===== src/rtl/chain_pkg.sv =====
package chain_pkg;
  typedef enum logic [1:0] {
    OP_NONE = 2'd0,
    OP_LOAD = 2'd1,
    OP_UP   = 2'd2,
    OP_DOWN = 2'd3
  } chain_op_e;

  // lane that owns subcarrier k when each lane owns g consecutive ones
  function automatic int unsigned owner_lane(input int unsigned k, input int unsigned g);
    return k / g;
  endfunction

  // position of subcarrier k inside its owner's group
  function automatic int unsigned group_pos(input int unsigned k, input int unsigned g);
    return k % g;
  endfunction
endpackage


===== src/rtl/chain_stage.sv =====
module chain_stage #(
  parameter int LANE = 0,
  parameter int LW   = 3,
  parameter int IW   = 5,
  parameter int CW   = 36,
  localparam int SW  = 1 + LW + IW + CW
) (
  input  logic          clk,
  input  logic          rst_n,
  input  logic          shift_go,
  input  logic [CW-1:0] shift_val,
  input  logic [SW-1:0] adv_in,
  output logic [SW-1:0] slot_q,
  output logic          hit
);
  always_ff @(posedge clk) begin
    if (!rst_n)        slot_q <= '0;
    else if (shift_go) slot_q <= {1'b0, {(LW+IW){1'b0}}, shift_val};
    else               slot_q <= adv_in;
  end

  assign hit = slot_q[SW-1] && (slot_q[CW+IW +: LW] == LW'(LANE));
endmodule


===== src/rtl/load_ctrl.sv =====
module load_ctrl #(
  parameter int NUM_SC = 256,
  localparam int KW    = $clog2(NUM_SC + 1)
) (
  input  logic          clk,
  input  logic          rst_n,
  input  logic          start,
  input  logic          in_valid,
  input  logic          last_hit,
  output logic          in_ready,
  output logic          accept,
  output logic [KW-1:0] sample_k,
  output logic          loading
);
  logic [KW-1:0] cnt_q;

  assign in_ready = loading && (cnt_q < KW'(NUM_SC));
  assign accept   = in_valid && in_ready;
  assign sample_k = cnt_q;

  always_ff @(posedge clk) begin
    if (!rst_n) begin
      loading <= 1'b0;
      cnt_q   <= '0;
    end else if (start) begin
      loading <= 1'b1;
      cnt_q   <= '0;
    end else begin
      if (accept)   cnt_q   <= cnt_q + 1'b1;
      if (last_hit) loading <= 1'b0;
    end
  end
endmodule


===== src/rtl/chain_distributor.sv =====
module chain_distributor #(
  parameter int LANES  = 8,
  parameter int DW     = 18,
  parameter int NUM_SC = 256,
  localparam int G     = NUM_SC / LANES,
  localparam int LW    = $clog2(LANES),
  localparam int IW    = $clog2(G),
  localparam int CW    = 2 * DW,
  localparam int KW    = $clog2(NUM_SC + 1),
  localparam int SW    = 1 + LW + IW + CW
) (
  input  logic                clk,
  input  logic                rst_n,
  input  logic                in_valid,
  output logic                in_ready,
  input  logic [CW-1:0]       in_data,
  input  logic                cmd_valid,
  output logic                cmd_ready,
  input  logic [1:0]          cmd_op,
  input  logic                cmd_wrap,
  output logic [LANES-1:0]    ld_valid,
  output logic [LANES*IW-1:0] ld_idx,
  output logic [LANES*CW-1:0] ld_data,
  input  logic [LANES*CW-1:0] nb_in,
  output logic [LANES*CW-1:0] nb_out,
  output logic                nb_valid,
  output logic                load_done
);
  import chain_pkg::*;

  logic [SW-1:0] slot  [LANES];
  logic [SW-1:0] adv   [LANES];
  logic [CW-1:0] src   [LANES];
  logic [LANES-1:0] hit;
  logic [LANES-1:0] occ;
  logic cmd_fire, start, shift_go, shift_up, accept, loading, chain_empty, last_hit;
  logic [KW-1:0] sample_k;

  assign cmd_fire    = cmd_valid && cmd_ready;
  assign start       = cmd_fire && (cmd_op == OP_LOAD);
  assign shift_go    = cmd_fire && (cmd_op == OP_UP || cmd_op == OP_DOWN);
  assign shift_up    = (cmd_op == OP_UP);
  assign chain_empty = (occ == '0);
  assign cmd_ready   = !loading && chain_empty;
  assign last_hit    = hit[LANES-1] && (slot[LANES-1][CW +: IW] == IW'(G - 1));
  assign load_done   = last_hit;

  load_ctrl #(.NUM_SC(NUM_SC)) u_ctrl (
    .clk(clk), .rst_n(rst_n), .start(start), .in_valid(in_valid),
    .last_hit(last_hit), .in_ready(in_ready), .accept(accept),
    .sample_k(sample_k), .loading(loading)
  );

  // entry slot: tag the accepted sample with its owner lane and position
  assign adv[0] = {accept,
                   LW'(owner_lane(int'(sample_k), G)),
                   IW'(group_pos(int'(sample_k), G)),
                   in_data};

  for (genvar l = 0; l < LANES; l++) begin : g_lane
    // forwarded slot loses its valid bit once the owning lane took it
    if (l > 0) begin : g_adv
      assign adv[l] = {slot[l-1][SW-1] && !hit[l-1], slot[l-1][SW-2:0]};
    end

    // neighbour source for each direction, with end-of-chain handling
    logic [CW-1:0] from_low, from_high;
    if (l == 0) begin : g_lo_end
      assign from_low = cmd_wrap ? nb_in[(LANES-1)*CW +: CW] : '0;
    end else begin : g_lo_mid
      assign from_low = nb_in[(l-1)*CW +: CW];
    end
    if (l == LANES-1) begin : g_hi_end
      assign from_high = cmd_wrap ? nb_in[0 +: CW] : '0;
    end else begin : g_hi_mid
      assign from_high = nb_in[(l+1)*CW +: CW];
    end
    assign src[l] = shift_up ? from_low : from_high;

    chain_stage #(.LANE(l), .LW(LW), .IW(IW), .CW(CW)) u_stage (
      .clk(clk), .rst_n(rst_n), .shift_go(shift_go), .shift_val(src[l]),
      .adv_in(adv[l]), .slot_q(slot[l]), .hit(hit[l])
    );

    assign occ[l]                = slot[l][SW-1];
    assign ld_valid[l]           = hit[l];
    assign ld_idx[l*IW +: IW]    = slot[l][CW +: IW];
    assign ld_data[l*CW +: CW]   = slot[l][CW-1:0];
    assign nb_out[l*CW +: CW]    = slot[l][CW-1:0];
  end

  always_ff @(posedge clk) begin
    if (!rst_n) nb_valid <= 1'b0;
    else        nb_valid <= shift_go;
  end
endmodule


===== config.mk =====
export PLATFORM = sky130hd
export DESIGN_NAME = chain_distributor
export DESIGN_NICKNAME = d
export VERILOG_FILES = /design/src/rtl/chain_pkg.sv /design/src/rtl/chain_stage.sv /design/src/rtl/load_ctrl.sv /design/src/rtl/chain_distributor.sv
export SDC_FILE = /design/constraint.sdc
export NUM_CORES = 1
export LEC_CHECK = 0
export BUFFER_PORTS_ARGS = -buffer_cell sky130_fd_sc_hd__buf_2
export CAP_MARGIN = 25
export CORE_AREA = 2 2 372 374
export DETAILED_ROUTE_END_ITERATION = 10
export DIE_AREA = 0 0 374 376
export GPL_TIMING_DRIVEN = 0
export MAX_ROUTING_LAYER = met4
export PLACE_DENSITY_LB_ADDON = 0.3
export SYNTH_ARGS = -nofsm -noshare
export SYNTH_HDL_FRONTEND = slang
export SYNTH_SLANG_ARGS = --single-unit

===== constraint.sdc =====
create_clock -name clk -period 6.2 [get_ports clk]
set_input_delay 1.24 -clock clk [delete_from_list [all_inputs] [get_ports clk]]
set_output_delay 1.24 -clock clk [all_outputs]
set_load 0.02 [all_outputs]

Word level (Yosys, flattened, before mapping)
Cells that the tools add are included.

Register bits: 371. Input port bits: 331. Output and inout bits: 628. Word-level logic and storage cells: 89.

Add/sub/neg operators: 1. $lt $le $gt $ge: 1. Equality and inequality tests: 11. Mux-type cells: 20. Bitwise gates (word level): 1. Reductions and logical operators: 36.

Operators by type and width (count): two-way mux 36 bit (18); logical AND 1 bit (22); == test 3 bit (second input constant) (4); adder 9 x 1 -> 9 bit (second input constant) (1); < comparator 9 bit (second input constant) (1); zero test 1 bit (8); zero test 8 bit (1); == test 3 x 2 -> 1 bit (second input constant) (2); == test 5 bit (second input constant) (1); == test 2 bit (second input constant) (2); OR reduction 2 bit (2); == test 3 x 1 -> 1 bit (second input constant) (1); zero test 3 bit (1); == test 2 x 1 -> 1 bit (second input constant) (1); two-way mux 1 bit (2); nonzero test 2 bit (1); logical OR 1 bit (1); inverter 1 bit (1).

Longest topological paths before layout
Gate-level depths: netlist (run 1).

Depth in word-level cells: 5. Depth in mapped cells: 7. Gate-level depth less buffers: 4.

By module
From an unflattened synthesis (run 1), not the netlist that was laid out.

Cells, all modules: 1930. Area total of the unflattened synthesis: 19989.2 µm².

By module, submodules not included: chain_stage (g_lane[1].u_stage ...) (instances 5, cells each 136, area an instance 1654.1 µm², seq. area each 900.9 µm²); chain_distributor (instances 1, cells each 790, area an instance 6308.6 µm², seq. area each 20.0 µm²); chain_stage (g_lane[0].u_stage ...) (instances 2, cells each 136, area an instance 1652.8 µm², seq. area each 900.9 µm²); chain_stage (g_lane[4].u_stage) (instances 1, cells each 137, area an instance 1652.8 µm², seq. area each 900.9 µm²); load_ctrl (instances 1, cells each 51, area an instance 451.7 µm², seq. area each 200.2 µm²).

Least setup slack after synthesis (run 1)
No wires, ideal clock.

Kind: input-to-reg. From: in cmd_op[1]. To: reg g_lane[4].u_stage.slot_q[10]. Setup time: 0.115 ns. Data arrival time: 2.571 ns. Required time: 6.085 ns. Path slack: 3.513 ns. Cell stages on the path: 6. Path buffers: 3. Path through: nor2b_1 -> clkbuf_1 -> clkbuf_1 -> clkbuf_1 -> mux2i_1 -> o2bb2ai_2.

Cells in the longest elaborated chain, start to end: 4. Elaborated cells between the ends (all ways): 6. Those cells by class: 2 x eq/ne; 2 x mux; 2 x reduce/logical.

RTL lines: from (decl) (line chain_distributor.sv:19) `input logic [1:0] cmd_op,`; == test 2 bit (on tied branches) (line chain_distributor.sv:41, chain_distributor.sv:42); logical OR 1 bit (line chain_distributor.sv:41) `assign shift_go = cmd_fire && (cmd_op == OP_UP || cmd_op == OP_DOWN);`; logical AND 1 bit (line chain_distributor.sv:41); two-way mux 36 bit * (line chain_stage.sv:18) `else if (shift_go) slot_q <= {1'b0, {(LW+IW){1'b0}}, shift_val};`; to (signal assigned) (line chain_stage.sv:18); to (signal assigned) (line chain_stage.sv:19) `else slot_q <= adv_in;`; to (decl) (line chain_stage.sv:13) `output logic [SW-1:0] slot_q,`.

Every way passes the cells marked *; elsewhere a longest branch is shown, timed or not. A chain may end at the register's enable or synchronous reset.

Final worst setup path (run 1)
From: in cmd_op[1]. To: reg g_lane[2].u_stage.slot_q[5].

Cells in the longest elaborated chain, start to end: 4. Elaborated cells between the ends (all ways): 6. Those cells by class: 2 x eq/ne; 2 x mux; 2 x reduce/logical.

RTL lines (line): == test 2 bit (on tied branches) (chain_distributor.sv:41, chain_distributor.sv:42); logical OR 1 bit (chain_distributor.sv:41); logical AND 1 bit (chain_distributor.sv:41); two-way mux 36 bit * (chain_stage.sv:18); to (signal assigned) (chain_stage.sv:18); to (signal assigned) (chain_stage.sv:19); to (decl) (chain_stage.sv:13).

Marks and branches as above.

==> run metrics, run 1 <==
outcome finished, final reports clean; Endpoint, Worst Hold g_lane[5].u_stage.slot_q[44]; port bufs 956; post-synthesis sequential area ratio 0.3737; Worst R2R Path Depth 6; dpl hpwl 111,000 µm; DRC violations left 0; htree depth 2; clock skew 0.01907 ns; Nets 3,280; unrepaired setup endpoints after global routing false; area of the multi-input gates 0.007027 mm²; CTS tree yes; initial antenna violation count 22; Worst slew margin 0.2349; area share of the largest cell type after synthesis 0.3737; max cap viols 0; Mean Syn Cell Area 10.34 µm²; worst path arrival time 3.93 ns; share of cells above drive strength 1 0.6042; Final Max Tran Viols 0; first-pass GRT wire length 173,100 µm; Bufs on Longest Clock Path 3; CP Class input port to register; Critical R2R Launch g_lane[1].u_stage.slot_q[44]; reg2reg end g_lane[0].u_stage.slot_q[0]; Hold Slack 0.4359 ns; slowest cell delay on critical path 0.77 ns; Root Driver clkbuf_16; Iter 0 DRT Violations 1,155; clock-pin transition on the worst setup and hold timing paths 0.06 ns; number of global-route vias before repair 18.64k; Post-synth EDFFs 0; Worst Hold Depth 1; pwr dens 253.1 mW/mm²; cts hold-fix bufs 0; static leakage 14.77 nW; Yosys reg bits 371; worst skew pair latency 0.64 ns; Fillers 15.28k; YS warnings 0; clock sinks 371; min-delay worst type register to register; syn nets 2,254; setup TNS 0 ns; register area 0.007427 mm²; post-synth cell types 39; # resized after CTS 0; worst setup margin 2.786 ns; GRT Total Usage 0.1889; die area 0.1406 mm²; pre-CTS setup slack 2.031 ns; top cells by area, synth dfxtp_1 (37%), buf_4 (24%), mux2i_1 (11%); Final Hold Fails 0; CTS Buf Count 46; io pins 959; GRT overflow 0; # rows 136; maximum vdd drop 0.0001991 V; Final Cycle Share 0.5506; Die X 374 µm; top_reg_cell synth dfxtp_1; CP required 6.71 ns; largest net degree at the start of global routing 15; Area growth syn-to-layout 45.56%; Final min period 3.414 ns; HP Start g_lane[4].u_stage.slot_q[43]; Antenna Nets Post-Route 0; final setup violation count 0; Die Y 376 µm; FFs w/ async S/R, synth 0; crit-path cells buf_2 > nor2b_1 > clkbuf_1 > buf_2 > clkbuf_1 > mux2i_1 > o2bb2ai_1; count leader, synth buf_4; Setup crit start cmd_op[1]; DR pass1 iterations 5; synthesized area 0.01988 mm²; achievable frequency 292.9 MHz; core area 0.1366 mm²; RePlAce Congestion 0.8858; Crit Path Max Fanout 10; postcts setup bufs 0; r2r setup slk 3.43 ns; Commonest cells post-synth buf_4 (624), dfxtp_1 (371), o2bb2ai_1 (227), mux2i_1 (217), clkbuf_1 (74); Synth area leader dfxtp_1; type of destination of the critical path register; slowest CP cell clkbuf_1; Mapped Cells 1,922; CP startpoint kind input port; Via density 3.860; initial core utilization 0.1455; via count 18.51k; Final Routed Wirelength 134,400 µm; Avg WL per Cell 28.02 µm; worst-margin pin slew 1.148 ns
==> stage by stage <==
step / cells / instance area, µm² / util / power (mW)
6_report: 4795 / 28930 / 0.2117 / 7.323
4_1_cts: 4774 / 28870 / 0.2113 / 7.418
3_3_place_gp: 4672 / 26900 / 0.1969 / 4.427
5_1_grt: 4783 / 28900 / 0.2115 / 7.589
3_5_place_dp: 4693 / 27260 / 0.1995 / 4.450
2_1_floorplan: 1922 / 19880 / - / 3.604
==> cells in the final DEF, fill, tap and decap left out, types with 4 or more instances in the layout <==
cell type  count
nand2_1       10
clkbuf_1      74
a31oi_1       39
nand4_1        4
buf_2        987
buf_6         25
and4b_1       36
o2bb2ai_1    227
clkinv_2       4
or3_1          5
a21oi_1       45
clkbuf_8       9
o2bb2ai_2     61
inv_1          8
buf_8         18
and3b_1       37
bufinv_16      5
diode_2       20
nor2_1         7
mux2i_1      217
and2_1        64
dfxtp_1      371
clkbuf_2      10
buf_4        624
clkbuf_16     46
==> report_power, final <==
group	switching [mW]	total (mW)	internal (mW)
Sequential	0.175	2.68	2.50
Clock	1.25	2.94	1.70
Combinational	1.00	1.70	0.698
==> sequential cells by signal, summed over array words and instances, names as in the netlist <==
| name | cells |
|---|---|
| g_lane.u_stage.slot_q | 360 |
| u_ctrl.sample_k | 9 |
| nb_valid | 1 |
| u_ctrl.loading | 1 |
==> per-layer routing <==
layer / vias up / global-route usage / part of all wire
met4: 0 / 0.05164 / 0.026
met2: 895 / 0.3069 / 0.47
met5: - / - / 0
li1: 8299 / - / -
met1: 9152 / 0.2388 / 0.44
met3: 161 / 0.03587 / 0.064
==> final cells by class <==
cell class,instances,share of cell area
Multi-Input combinational cell,789,0.2429
Tap cell,1794,0.07759
Buffer,754,0.1868
Clock inverter,16,0.01016
Antenna cell,20,0.001730
Sequential cell,371,0.2567
Clock buffer,65,0.04537
Timing Repair Buffer,978,0.1777
Inverter,8,0.001038
==> worst max-delay path, delay by kind of cell <==
family | cells | cell delay [ns]
and+or+nand+nor | 1 | 0.16
AOI/OAI and AO/OA | 1 | 0.09
buffers and inverters | 4 | 1.95
muxes | 1 | 0.46
==> logic make-up (layout without fill, tap and decap cells) <==
logic type                 after synthesis  after routing  synth area share
AOI/OAI and AO/OA                      382            382            0.1737
xor gates and xnor gates                 2              2         0.0008815
adders and majority gates                1              1         0.0006294
buffers and inverters                  762           1821            0.2728
DFF                                    371            371            0.3737
muxes                                  217            217            0.1093
other                                    0             20                 0
and+or+nand+nor                        187            187           0.06906
==> worst max-delay path by stage <==
stage | endpoint | depth (start not counted)
floorplan | g_lane[4].u_stage.slot_q[10] | 6
global placement | g_lane[7].u_stage.slot_q[2] | 7
detailed placement | g_lane[2].u_stage.slot_q[5] | 7
CTS | g_lane[6].u_stage.slot_q[16] | 9
global route | g_lane[6].u_stage.slot_q[16] | 9
finish | g_lane[2].u_stage.slot_q[5] | 7
(Power assumes the default switching activity.)
==> run 2: changes to the inputs <==
Settings changed: CORE_AREA 2 2 372 374 to 2 2 370 372, DIE_AREA 0 0 374 376 to 0 0 372 374.
Clock period 6.2 ns to 3.1 ns, I/O delays scaled along.
==> run metrics, run 2 (same netlist as run 1, synthesis figures left out) <==
outcome finished, final reports clean; most frequent cells in the layout buf_2 (987), buf_4 (624), dfxtp_1 (371); unrepaired setup endpoints after global routing false; max cap viols 0 (unchanged); pre-CTS setup slack -0.2974 ns (-2.328 ns); static leakage 14.79 nW (+0.12%); Top reg by flops g_lane.u_stage.slot_q; htree depth 2 (unchanged); Worst slew margin 0.2455 (+0.01059); worst-margin pin slew 1.132 ns (-0.01588 ns); worst setup margin 0.1385 ns (-2.648 ns); max reg flops 360 (unchanged); type of destination of the critical path register; Final Cycle Share 0.9553; Final Max Tran Viols 0 (unchanged); top layer in use met4; CP startpoint kind register; worst path arrival time 3.42 ns (-0.51 ns); CTS tree yes; Hold Slack 0.1937 ns (-0.2421 ns); CP required 3.56 ns (-3.15 ns); CTS Buf Count 48 (+4.3%); min-delay worst type input port to register; Die Y 374 µm (-0.53%); Final Routed Wirelength 135,400 µm (+0.75%); cts hold-fix bufs 0 (unchanged); postcts setup bufs 0 (unchanged); Iter 0 DRT Violations 1,160 (+0.43%); wire length on met3 7961 µm (-7.4%); clock sinks 371 (unchanged); largest net degree at the start of global routing 15 (unchanged); Crit Path Max Fanout 10 (unchanged); dpl hpwl 113,300 µm (+2.1%); pwr dens 505.6 mW/mm² (+100%); die area 0.1391 mm² (-1.1%); via count 18.46k (-0.23%); first-pass GRT wire length 172,500 µm (-0.36%); worst skew pair latency 0.64 ns (about the same); DR pass1 iterations 5 (unchanged); GRT Total Usage 0.1915 (+0.002540); Root Driver clkbuf_16; Final Hold Fails 0 (unchanged); port bufs 956 (unchanged); Bufs on Longest Clock Path 3 (unchanged); GRT overflow 0 (unchanged); Via density 3.855 (-0.13%); met1 wire length 60,180 µm (+2.5%); initial core utilization 0.1473 (+0.001811); Area growth syn-to-layout 45.55% (about the same); Die X 372 µm (-0.53%); DRC violations left 0 (unchanged); Antenna Nets Post-Route 0 (unchanged); Nets 3,282 (+0.061%); number of global-route vias before repair 18.51k (-0.70%); achievable frequency 337.7 MHz; power consumption 14.63 mW (+100%); share of cells above drive strength 1 0.6048 (+0.0006628); clock skew 0.01493 ns (-0.004142 ns); most common cell after layout, fill and taps aside buf_2; dpl cells 4,681 (-0.26%); io pins 959 (unchanged); core area 0.1350 mm² (-1.2%); # resized after CTS 0 (unchanged); initial antenna violation count 29 (+32%); Avg WL per Cell 28.26 µm (+0.85%); # rows 135 (-0.74%); Final min period 2.962 ns; RePlAce Congestion 0.9123 (+3.0%); CP Class register to register; Detail Route met2 WL 64,030 µm (+0.84%); maximum vdd drop 0.0003657 V (+84%); non-filler cells, final 4,790 (-0.10%); final setup violation count 0 (unchanged); clock-pin transition on the worst setup and hold timing paths 0.06 ns (about the same)
run 2: cell types whose count changed in the layout (fill, tap and decap cells not counted):
cell       change
buf_6          -1
clkinv_2       +3
clkinv_16      -2
clkbuf_8       +2
buf_12         -1
buf_8          +2
clkbuf_2       +1
inv_6          -1
inv_16         +2
clkbuf_16      +2
diode_2        +3
bufinv_16      -2
run 2: report_power, final:
| group | internal [mW] | switching (mW) | total, mW |
|---|---|---|---|
| Sequential | 5.01 | 0.373 | 5.38 |
| Clock | 3.39 | 2.48 | 5.87 |
| Combinational | 1.40 | 1.98 | 3.38 |
| Total | 9.80 | 4.83 | 14.6 |
run 2: critical path, stage by stage, from the launching register on:
cell       delay [ns]
dfxtp_1          0.34
or4_4            0.57
or4_1            0.51
buf_2            0.30
clkbuf_1         0.46
o2bb2ai_1        0.60
run 2: final timing paths:
| path | startpoint | endpoint | slack, ns | cells past startpoint |
|---|---|---|---|---|
| worst max-delay path | g_lane[1].u_stage.slot_q[44] | g_lane[7].u_stage.slot_q[18] | 0.14 | 5 |
| worst min-delay path | in_data[7] | g_lane[0].u_stage.slot_q[7] | 0.19 | 2 |
| worst max register to register | g_lane[1].u_stage.slot_q[44] | g_lane[7].u_stage.slot_q[18] | 0.14 | 5 |
| worst min register to register | g_lane[4].u_stage.slot_q[43] | g_lane[5].u_stage.slot_q[44] | 0.44 | 1 |
run 2: layout make-up:
cell class / count / area [µm²]
Fill cell: 15070 / 106000
Multi-Input combinational cell: 789 / 7027
Inverter: 8 / 30.03
Sequential cell: 371 / 7427
Tap cell: 1781 / 2228
Clock buffer: 70 / 1394
Clock inverter: 16 / 220.2
Buffer: 754 / 5405
Antenna cell: 23 / 57.56
Timing Repair Buffer: 978 / 5140
run 2: routing by layer:
metal,track usage,vias to the layer above
met3,0.03194,131
met2,0.3104,883
li1,-,8331
met4,0.04808,0
met1,0.2456,9119
met5,-,-
run 2: stage by stage:
step           setup TNS (ns)    util  area [µm²]
2_1_floorplan               0       -       19880
3_3_place_gp          -192.83  0.1992       26890
3_5_place_dp           -10.54  0.2020       27260
4_1_cts                     0  0.2139       28870
5_1_grt                     0  0.2142       28910
6_report                    0  0.2144       28930
